<file path="src/rtl/dbgcmd_pkg.sv">
package dbgcmd_pkg;
  localparam int CMD_W   = 32;
  localparam int REGNO_W = 16;

  localparam logic [7:0] TYPE_REGACC = 8'h00;

  localparam logic [2:0] ERR_NONE  = 3'd0;
  localparam logic [2:0] ERR_BUSY  = 3'd1;
  localparam logic [2:0] ERR_UNSUP = 3'd2;
  localparam logic [2:0] ERR_EXC   = 3'd3;
  localparam logic [2:0] ERR_AVAIL = 3'd4;

  typedef enum logic [1:0] {
    ST_IDLE   = 2'd0,
    ST_DECODE = 2'd1,
    ST_XFER   = 2'd2,
    ST_PROG   = 2'd3
  } seq_state_e;

  typedef struct packed {
    logic               opts_ok;
    logic               write;
    logic               xfer;
    logic               post;
    logic               wide;
    logic [REGNO_W-1:0] regno;
  } cmd_fields_t;
endpackage

</file>
<file path="src/rtl/cmd_decode.sv">
module cmd_decode
  import dbgcmd_pkg::*;
#(
  parameter bit HAS_PROG = 1'b1,
  parameter bit HAS_WIDE = 1'b1
) (
  input  logic [CMD_W-1:0] word,
  output cmd_fields_t      fields
);
  logic [7:0] ctype;
  logic [2:0] rsvd;
  logic [1:0] size;
  logic       type_ok;
  logic       rsvd_ok;
  logic       size_ok;
  logic       post_ok;

  always_comb begin
    ctype   = word[31:24];
    rsvd    = word[23:21];
    size    = word[17:16];
    type_ok = (ctype == TYPE_REGACC);
    rsvd_ok = (rsvd == 3'b000);
    size_ok = (size == 2'd2) || ((size == 2'd3) && HAS_WIDE);
    post_ok = !word[18] || HAS_PROG;

    fields.opts_ok = type_ok && rsvd_ok && size_ok && post_ok;
    fields.write   = word[20];
    fields.xfer    = word[19];
    fields.post    = word[18];
    fields.wide    = (size == 2'd3);
    fields.regno   = word[REGNO_W-1:0];
  end
endmodule

</file>
<file path="src/rtl/cmd_seq_fsm.sv">
module cmd_seq_fsm
  import dbgcmd_pkg::*;
(
  input  logic        clk,
  input  logic        rst_n,
  input  logic        cmd_wr,
  input  cmd_fields_t cmd_f,
  input  logic        err_clr_wr,
  input  logic [2:0]  err_clr_mask,
  input  logic        hart_ack,
  input  logic        hart_exc,
  input  logic        hart_avail,
  output seq_state_e  state,
  output cmd_fields_t cur,
  output logic [2:0]  err,
  output logic        res_we
);
  seq_state_e  state_n;
  cmd_fields_t cur_n;
  logic        cur_en;
  logic [2:0]  err_n;
  logic [2:0]  set_code;

  always_comb begin
    state_n  = state;
    cur_n    = cmd_f;
    cur_en   = 1'b0;
    set_code = ERR_NONE;
    res_we   = 1'b0;
    err_n    = err & ~(err_clr_wr ? err_clr_mask : 3'b000);

    case (state)
      ST_IDLE: begin
        if (cmd_wr && (err == ERR_NONE)) begin
          cur_en  = 1'b1;
          state_n = ST_DECODE;
        end
      end
      ST_DECODE: begin
        if (!cur.opts_ok) begin
          set_code = ERR_UNSUP;
          state_n  = ST_IDLE;
        end else if (!hart_avail) begin
          set_code = ERR_AVAIL;
          state_n  = ST_IDLE;
        end else if (cur.xfer) begin
          state_n = ST_XFER;
        end else if (cur.post) begin
          state_n = ST_PROG;
        end else begin
          state_n = ST_IDLE;
        end
      end
      ST_XFER: begin
        if (!hart_avail) begin
          set_code = ERR_AVAIL;
          state_n  = ST_IDLE;
        end else if (hart_ack) begin
          if (hart_exc) begin
            set_code = ERR_EXC;
            state_n  = ST_IDLE;
          end else begin
            res_we  = !cur.write;
            state_n = cur.post ? ST_PROG : ST_IDLE;
          end
        end
      end
      ST_PROG: begin
        if (!hart_avail) begin
          set_code = ERR_AVAIL;
          state_n  = ST_IDLE;
        end else if (hart_ack) begin
          if (hart_exc) set_code = ERR_EXC;
          state_n = ST_IDLE;
        end
      end
      default: state_n = ST_IDLE;
    endcase

    if (err == ERR_NONE) begin
      if (set_code != ERR_NONE) err_n = set_code;
      else if (cmd_wr && (state != ST_IDLE)) err_n = ERR_BUSY;
    end
  end

  always_ff @(posedge clk or negedge rst_n) begin
    if (!rst_n) begin
      state <= ST_IDLE;
      err   <= ERR_NONE;
    end else begin
      state <= state_n;
      err   <= err_n;
    end
  end

  always_ff @(posedge clk or negedge rst_n) begin
    if (!rst_n) begin
      cur <= '0;
    end else if (cur_en) begin
      cur <= cur_n;
    end
  end
endmodule

</file>
<file path="src/rtl/data_regs.sv">
module data_regs #(
  parameter int N_DATA = 4,
  parameter int DATA_W = 32,
  localparam int IDX_W = (N_DATA > 1) ? $clog2(N_DATA) : 1
) (
  input  logic                clk,
  input  logic                rst_n,
  input  logic                host_we,
  input  logic [IDX_W-1:0]    host_idx,
  input  logic [DATA_W-1:0]   host_wdata,
  input  logic                res_we,
  input  logic                res_wide,
  input  logic [2*DATA_W-1:0] res_data,
  input  logic [IDX_W-1:0]    rd_idx,
  output logic [DATA_W-1:0]   rd_data,
  output logic [DATA_W-1:0]   word0,
  output logic [DATA_W-1:0]   word1
);
  logic [N_DATA-1:0][DATA_W-1:0] bank;

  for (genvar i = 0; i < N_DATA; i++) begin : g_word
    logic              en;
    logic [DATA_W-1:0] d;
    logic [DATA_W-1:0] q;
    logic              res_hit;

    always_comb begin
      if (i == 0)      res_hit = res_we;
      else if (i == 1) res_hit = res_we && res_wide;
      else             res_hit = 1'b0;
      en = res_hit || (host_we && (host_idx == IDX_W'(i)));
      if (res_hit) d = (i == 0) ? res_data[DATA_W-1:0] : res_data[2*DATA_W-1:DATA_W];
      else         d = host_wdata;
    end

    always_ff @(posedge clk or negedge rst_n) begin
      if (!rst_n)  q <= '0;
      else if (en) q <= d;
    end

    assign bank[i] = q;
  end

  assign rd_data = bank[rd_idx];
  assign word0   = bank[0];
  assign word1   = bank[1];
endmodule

</file>
<file path="src/rtl/abstract_cmd_seq.sv">
module abstract_cmd_seq
  import dbgcmd_pkg::*;
#(
  parameter int N_DATA   = 4,
  parameter int DATA_W   = 32,
  parameter bit HAS_PROG = 1'b1,
  parameter bit HAS_WIDE = 1'b1,
  localparam int IDX_W   = (N_DATA > 1) ? $clog2(N_DATA) : 1,
  localparam int WIDE_W  = 2 * DATA_W
) (
  input  logic               clk,
  input  logic               rst_n,
  input  logic               cmd_wr,
  input  logic [CMD_W-1:0]   cmd_word,
  input  logic               err_clr_wr,
  input  logic [2:0]         err_clr_mask,
  input  logic               dat_wr,
  input  logic [IDX_W-1:0]   dat_widx,
  input  logic [DATA_W-1:0]  dat_wdata,
  input  logic [IDX_W-1:0]   dat_ridx,
  output logic [DATA_W-1:0]  dat_rdata,
  output logic               busy,
  output logic [2:0]         cmd_err,
  output logic               hart_req,
  output logic               hart_kind,
  output logic               hart_we,
  output logic               hart_wide,
  output logic [REGNO_W-1:0] hart_regno,
  output logic [WIDE_W-1:0]  hart_wdata,
  input  logic               hart_ack,
  input  logic               hart_exc,
  input  logic               hart_avail,
  input  logic [WIDE_W-1:0]  hart_rdata
);
  logic [1:0]  rst_sync;
  logic        rst_int_n;
  cmd_fields_t dec_f;
  cmd_fields_t cur;
  seq_state_e  state;
  logic        res_we;
  logic [DATA_W-1:0] word0;
  logic [DATA_W-1:0] word1;

  always_ff @(posedge clk or negedge rst_n) begin
    if (!rst_n) rst_sync <= 2'b00;
    else        rst_sync <= {rst_sync[0], 1'b1};
  end
  assign rst_int_n = rst_sync[1];

  cmd_decode #(.HAS_PROG(HAS_PROG), .HAS_WIDE(HAS_WIDE)) u_dec (
    .word   (cmd_word),
    .fields (dec_f)
  );

  cmd_seq_fsm u_fsm (
    .clk          (clk),
    .rst_n        (rst_int_n),
    .cmd_wr       (cmd_wr),
    .cmd_f        (dec_f),
    .err_clr_wr   (err_clr_wr),
    .err_clr_mask (err_clr_mask),
    .hart_ack     (hart_ack),
    .hart_exc     (hart_exc),
    .hart_avail   (hart_avail),
    .state        (state),
    .cur          (cur),
    .err          (cmd_err),
    .res_we       (res_we)
  );

  assign busy = (state != ST_IDLE);

  data_regs #(.N_DATA(N_DATA), .DATA_W(DATA_W)) u_regs (
    .clk        (clk),
    .rst_n      (rst_int_n),
    .host_we    (dat_wr && !busy),
    .host_idx   (dat_widx),
    .host_wdata (dat_wdata),
    .res_we     (res_we),
    .res_wide   (cur.wide),
    .res_data   (hart_rdata),
    .rd_idx     (dat_ridx),
    .rd_data    (dat_rdata),
    .word0      (word0),
    .word1      (word1)
  );

  assign hart_req   = (state == ST_XFER) || (state == ST_PROG);
  assign hart_kind  = (state == ST_PROG);
  assign hart_we    = (state == ST_XFER) && cur.write;
  assign hart_wide  = cur.wide;
  assign hart_regno = cur.regno;
  assign hart_wdata = cur.wide ? {word1, word0} : {{DATA_W{1'b0}}, word0};
endmodule

</file>
<file path="config.mk">
export PLATFORM = sky130hd
export DESIGN_NAME = abstract_cmd_seq
export DESIGN_NICKNAME = d
export VERILOG_FILES = /design/src/rtl/dbgcmd_pkg.sv /design/src/rtl/cmd_decode.sv /design/src/rtl/cmd_seq_fsm.sv /design/src/rtl/data_regs.sv /design/src/rtl/abstract_cmd_seq.sv
export SDC_FILE = /design/constraint.sdc
export NUM_CORES = 1
export LEC_CHECK = 0
export BUFFER_PORTS_ARGS = -buffer_cell sky130_fd_sc_hd__buf_2
export CAP_MARGIN = 30
export CORE_ASPECT_RATIO = 1.25
export CORE_MARGIN = 2
export CORE_UTILIZATION = 52
export CTS_CLUSTER_DIAMETER = 40
export DETAILED_ROUTE_END_ITERATION = 8
export GPL_TIMING_DRIVEN = 0
export PLACE_DENSITY = 0.89
export REMOVE_ABC_BUFFERS = 1
export SYNTH_ARGS = -nofsm -noshare
export SYNTH_HDL_FRONTEND = slang
export SYNTH_SLANG_ARGS = --single-unit
</file>
<file path="constraint.sdc">
create_clock -name clk -period 6.65 [get_ports clk]
set_input_delay 1.33 -clock clk [delete_from_list [all_inputs] [get_ports clk]]
set_output_delay 1.33 -clock clk [all_outputs]
set_load 0.05 [all_outputs]
</file>
==> summary.md <==
| Metric | Value |
|---|---|
| Total CTS buffers | 17 |
| Total track usage | 27.4% |
| Mapped cell area | 8300 um^2 |
| Buffers and inverters on the worst path | 2 |
| Library cells used by synthesis | 43 |
| # Max-Cap Violations | 0 |
| Final net count | 1047 |
| Vias in the first global route | 7162 |
| Crit-path max FO | 32 |
| Critical path type | in2out |
| Hold Path Class | reg2async |
| Slew headroom | 30.8% |
| Initial antenna violation count | 0 |
| Max Slew Vio Count | 0 |
| Slew of the pin with the lowest slew margin | 1.04 ns |
| Die span in y | 145 um |
| Root Driver | clkbuf_16 |
| Share of layout cells above drive strength 1 | 46.9% |
| Post-synth EDFFs | 0 |
| CTS clk-pin slew, worst paths | 0.07 ns |
| PwrDens | 441 nW/um^2 |
| Largest delay share family, worst path | buffers and inverters |
| DR top layer | met4 |
| Layout area overhead | 24.5% |
| Cts repair resizes | 0 |
| CP most frequent cell | buf_2 |
| Clk sinks | 156 |
| Final setup fails | 0 |
| Starting density of the core | 53.3% |
| Wire per inst | 20.2 um |
| Remaining antenna violation count | 0 |
| Largest net degree at the start of global routing | 131 |
| Hold Fails Final Rpt | 0 |
| Worst path slowest cell | buf_2 |
| Clock Latency Late Sink | 0.42 ns |
| First-pass GRT wire length | 36500 um |
| DR iter-0 viols | 707 |
| CP startpoint kind | input pin |
| Status | completed |
| Register bit total from synthesis | 156 |
| Worst setup path startpoint | dat_ridx[1] |
| Yosys Warn Count | 0 |
| Post-CTS Setup Bufs | 0 |
| Post-synth ARST share | 100% |
| Dpl hpwl | 15200 um |
| CP endpoint kind | output pin |
| CTS tree | done |
| DR vias/cell | 6.14 |
| Pre-antenna DRT Iters | 5 |
| Ant diodes | 0 |
| Mapped Cells | 698 |
| Crit-path max cell delay | 0.70 ns |
| # port buffers | 262 |
| Synth Flop Type | dfrtp_1 |
| Hold_buf cts | 0 |
| Die Wd | 117 um |
| Highest Clock Rate | 0.238 GHz |
| Tmin final | 4.21 ns |
| Critical Path AT | 2.88 ns |
| Sequential-to-total area share from yosys stat | 47.1% |
| Worst R2R Start | u_fsm.state[1]$_DFFE_PN0P_ |
| Met3 WL | 1690 um |
| RSZ-0062 raised after global routing | false |
| Leak | 4.76 nW |
| Final WS setup | 2.44 ns |
| Placement Rows | 51 |
| Place WS | 2.43 ns |
| FILL cells | 1209 |
| Final period util | 63.3% |
| Routed vias | 6934 |
| Met2 routed WL | 12000 um |
| Setup TNS | 0 ns |
| Grt total ovfl | 0 |
| Max clock buf depth | 2 |
| Cell chain of the critical path | buf_2, mux4_2, buf_2 |
| Worst path required time | 5.32 ns |
| Layout Skew | 0.0124 ns |
| Die area | 17000 um^2 |
| I/O pin count | 263 |
| Total Wirelength | 22800 um |
| Worst vdd ir | 355 uV |
| DR DRC count | 0 |
| Met1 WL | 8680 um |
| CTS HTree Levels | 4 |
| Syn Area/Cell | 11.9 um^2 |
| Gpl congestion | 0.793 |
| Core area | 15600 um^2 |
-- layer usage --
metal / global-route usage, % / vias up
met4: 11.1 / 0
met1: 33.7 / 3498
met3: 6.22 / 46
met5: 0 / -
met2: 46.2 / 381
li1: - / 3009
-- synthesized netlist by cell type, types with 2 or more instances --
master / number / area share (%)
o21ai_0: 33 / 2.0
dfrtp_1: 156 / 47
mux4_2: 32 / 8.7
nor2_1: 2 / 0.091
and3_1: 34 / 2.6
nand3_1: 2 / 0.12
clkbuf_1: 59 / 2.7
nor3_1: 32 / 1.9
mux2_1: 2 / 0.27
o31a_1: 33 / 3.5
nor4_1: 3 / 0.23
or3_1: 33 / 2.5
nand2_1: 9 / 0.41
a21oi_1: 3 / 0.18
buf_2: 10 / 0.60
nand3b_1: 32 / 2.9
inv_1: 5 / 0.23
buf_12: 2 / 0.48
and2_1: 33 / 2.5
mux2_2: 63 / 8.6
a31oi_1: 33 / 2.5
mux2_4: 19 / 3.4
a21boi_0: 32 / 2.9
buf_4: 16 / 1.4
o41ai_1: 2 / 0.21
-- kinds of logic after synthesis --
family / Yosys count / synth area share, %
AOI/OAI and AO/OA: 141 / 11.8
buffers and inverters: 92 / 5.43
DFF: 156 / 47.1
muxes: 117 / 21.1
other: 1 / 0.0452
and+or+nand+nor: 191 / 14.6
-- metrics by stage --
stage | total power, mW | std cells | instance area, um^2 | util, % | hold slack (ns)
6_report | 4.56 | 1129 | 10300 | 66.3 | 0.249
5_1_grt | 4.75 | 1129 | 10300 | 66.3 | 0.276
4_1_cts | 4.57 | 1129 | 10300 | 66.3 | 0.258
3_5_place_dp | 3.54 | 1097 | 9710 | 62.3 | 0.253
3_3_place_gp | 3.44 | 1085 | 9440 | 60.6 | 0.337
2_1_floorplan | 2.99 | 611 | 7860 | - | 0.331
-- where the power goes --
| part | leakage, nW | switching [mW] | total [mW] | internal [mW] |
|---|---|---|---|---|
| clock network | 0.296 | 0.415 | 1.02 | 0.608 |
| logic | 2.57 | 1.33 | 2.02 | 0.686 |
| registers | 1.89 | 0.235 | 1.52 | 1.28 |
| total | 4.76 | 1.98 | 4.56 | 2.58 |
-- worst reg2reg max path: stages (launching register included) --
cell,delay [ns]
dfrtp_1,0.70
nand3_4,0.77
or2_1,0.81
buf_16,0.31
a31oi_1,0.19
-- sequential cells by signal, summed over array words and instances, names as in the netlist --
signal and cells:
u_regs.g_word.q 64, u_regs.word1 32, rst_sync 2, u_fsm.state 2, u_regs.word0 32, u_fsm.err 3, u_fsm.cur 21
-- final timing paths --
path,to,slack (ns),cells after the start
worst max-delay path,dat_rdata[31],2.44,3
worst min-delay path,u_regs.g_word[2].q[11]$_DFFE_PN0P_,0.25,0
worst max register to register,u_regs.word0[5]$_DFFE_PN0P_,3.80,4
worst min register to register,u_regs.g_word[2].q[11]$_DFFE_PN0P_,0.25,0
max in group asynchronous,u_regs.word1[14]$_DFFE_PN0P_,5.72,1
min in group clk,rst_sync[1]$_DFF_PN0_,0.36,0
-- layout make-up --
class / count / area [um^2] / area share (%)
inverters: 5 / 18.8 / 0.182
well taps: 212 / 265 / 2.57
flip-flops and latches: 156 / 3910 / 37.8
repair buffers: 274 / 1550 / 15.0
multi-input cells: 450 / 3960 / 38.4
clock inverters: 14 / 181 / 1.76
clock buffers: 18 / 439 / 4.25
-- cell usage in the layout (no fill, tap or decap), types with 9 or more instances in the layout --
cell       synthesis  layout
buf_2             10     261
dfrtp_1          156     155
mux2_2            63      63
and3_1            34      34
and2_1            33      33
a31oi_1           33      33
o21ai_0           33      33
o31a_1            33      33
mux4_2            32      32
nand3b_1          32      32
nor3_1            32      32
a21boi_0          32      32
or3_1             33      32
mux2_4            19      19
clkbuf_16          0      17
nand2_1            9       9
No activity file was read; power rests on OpenSTA's default activity.
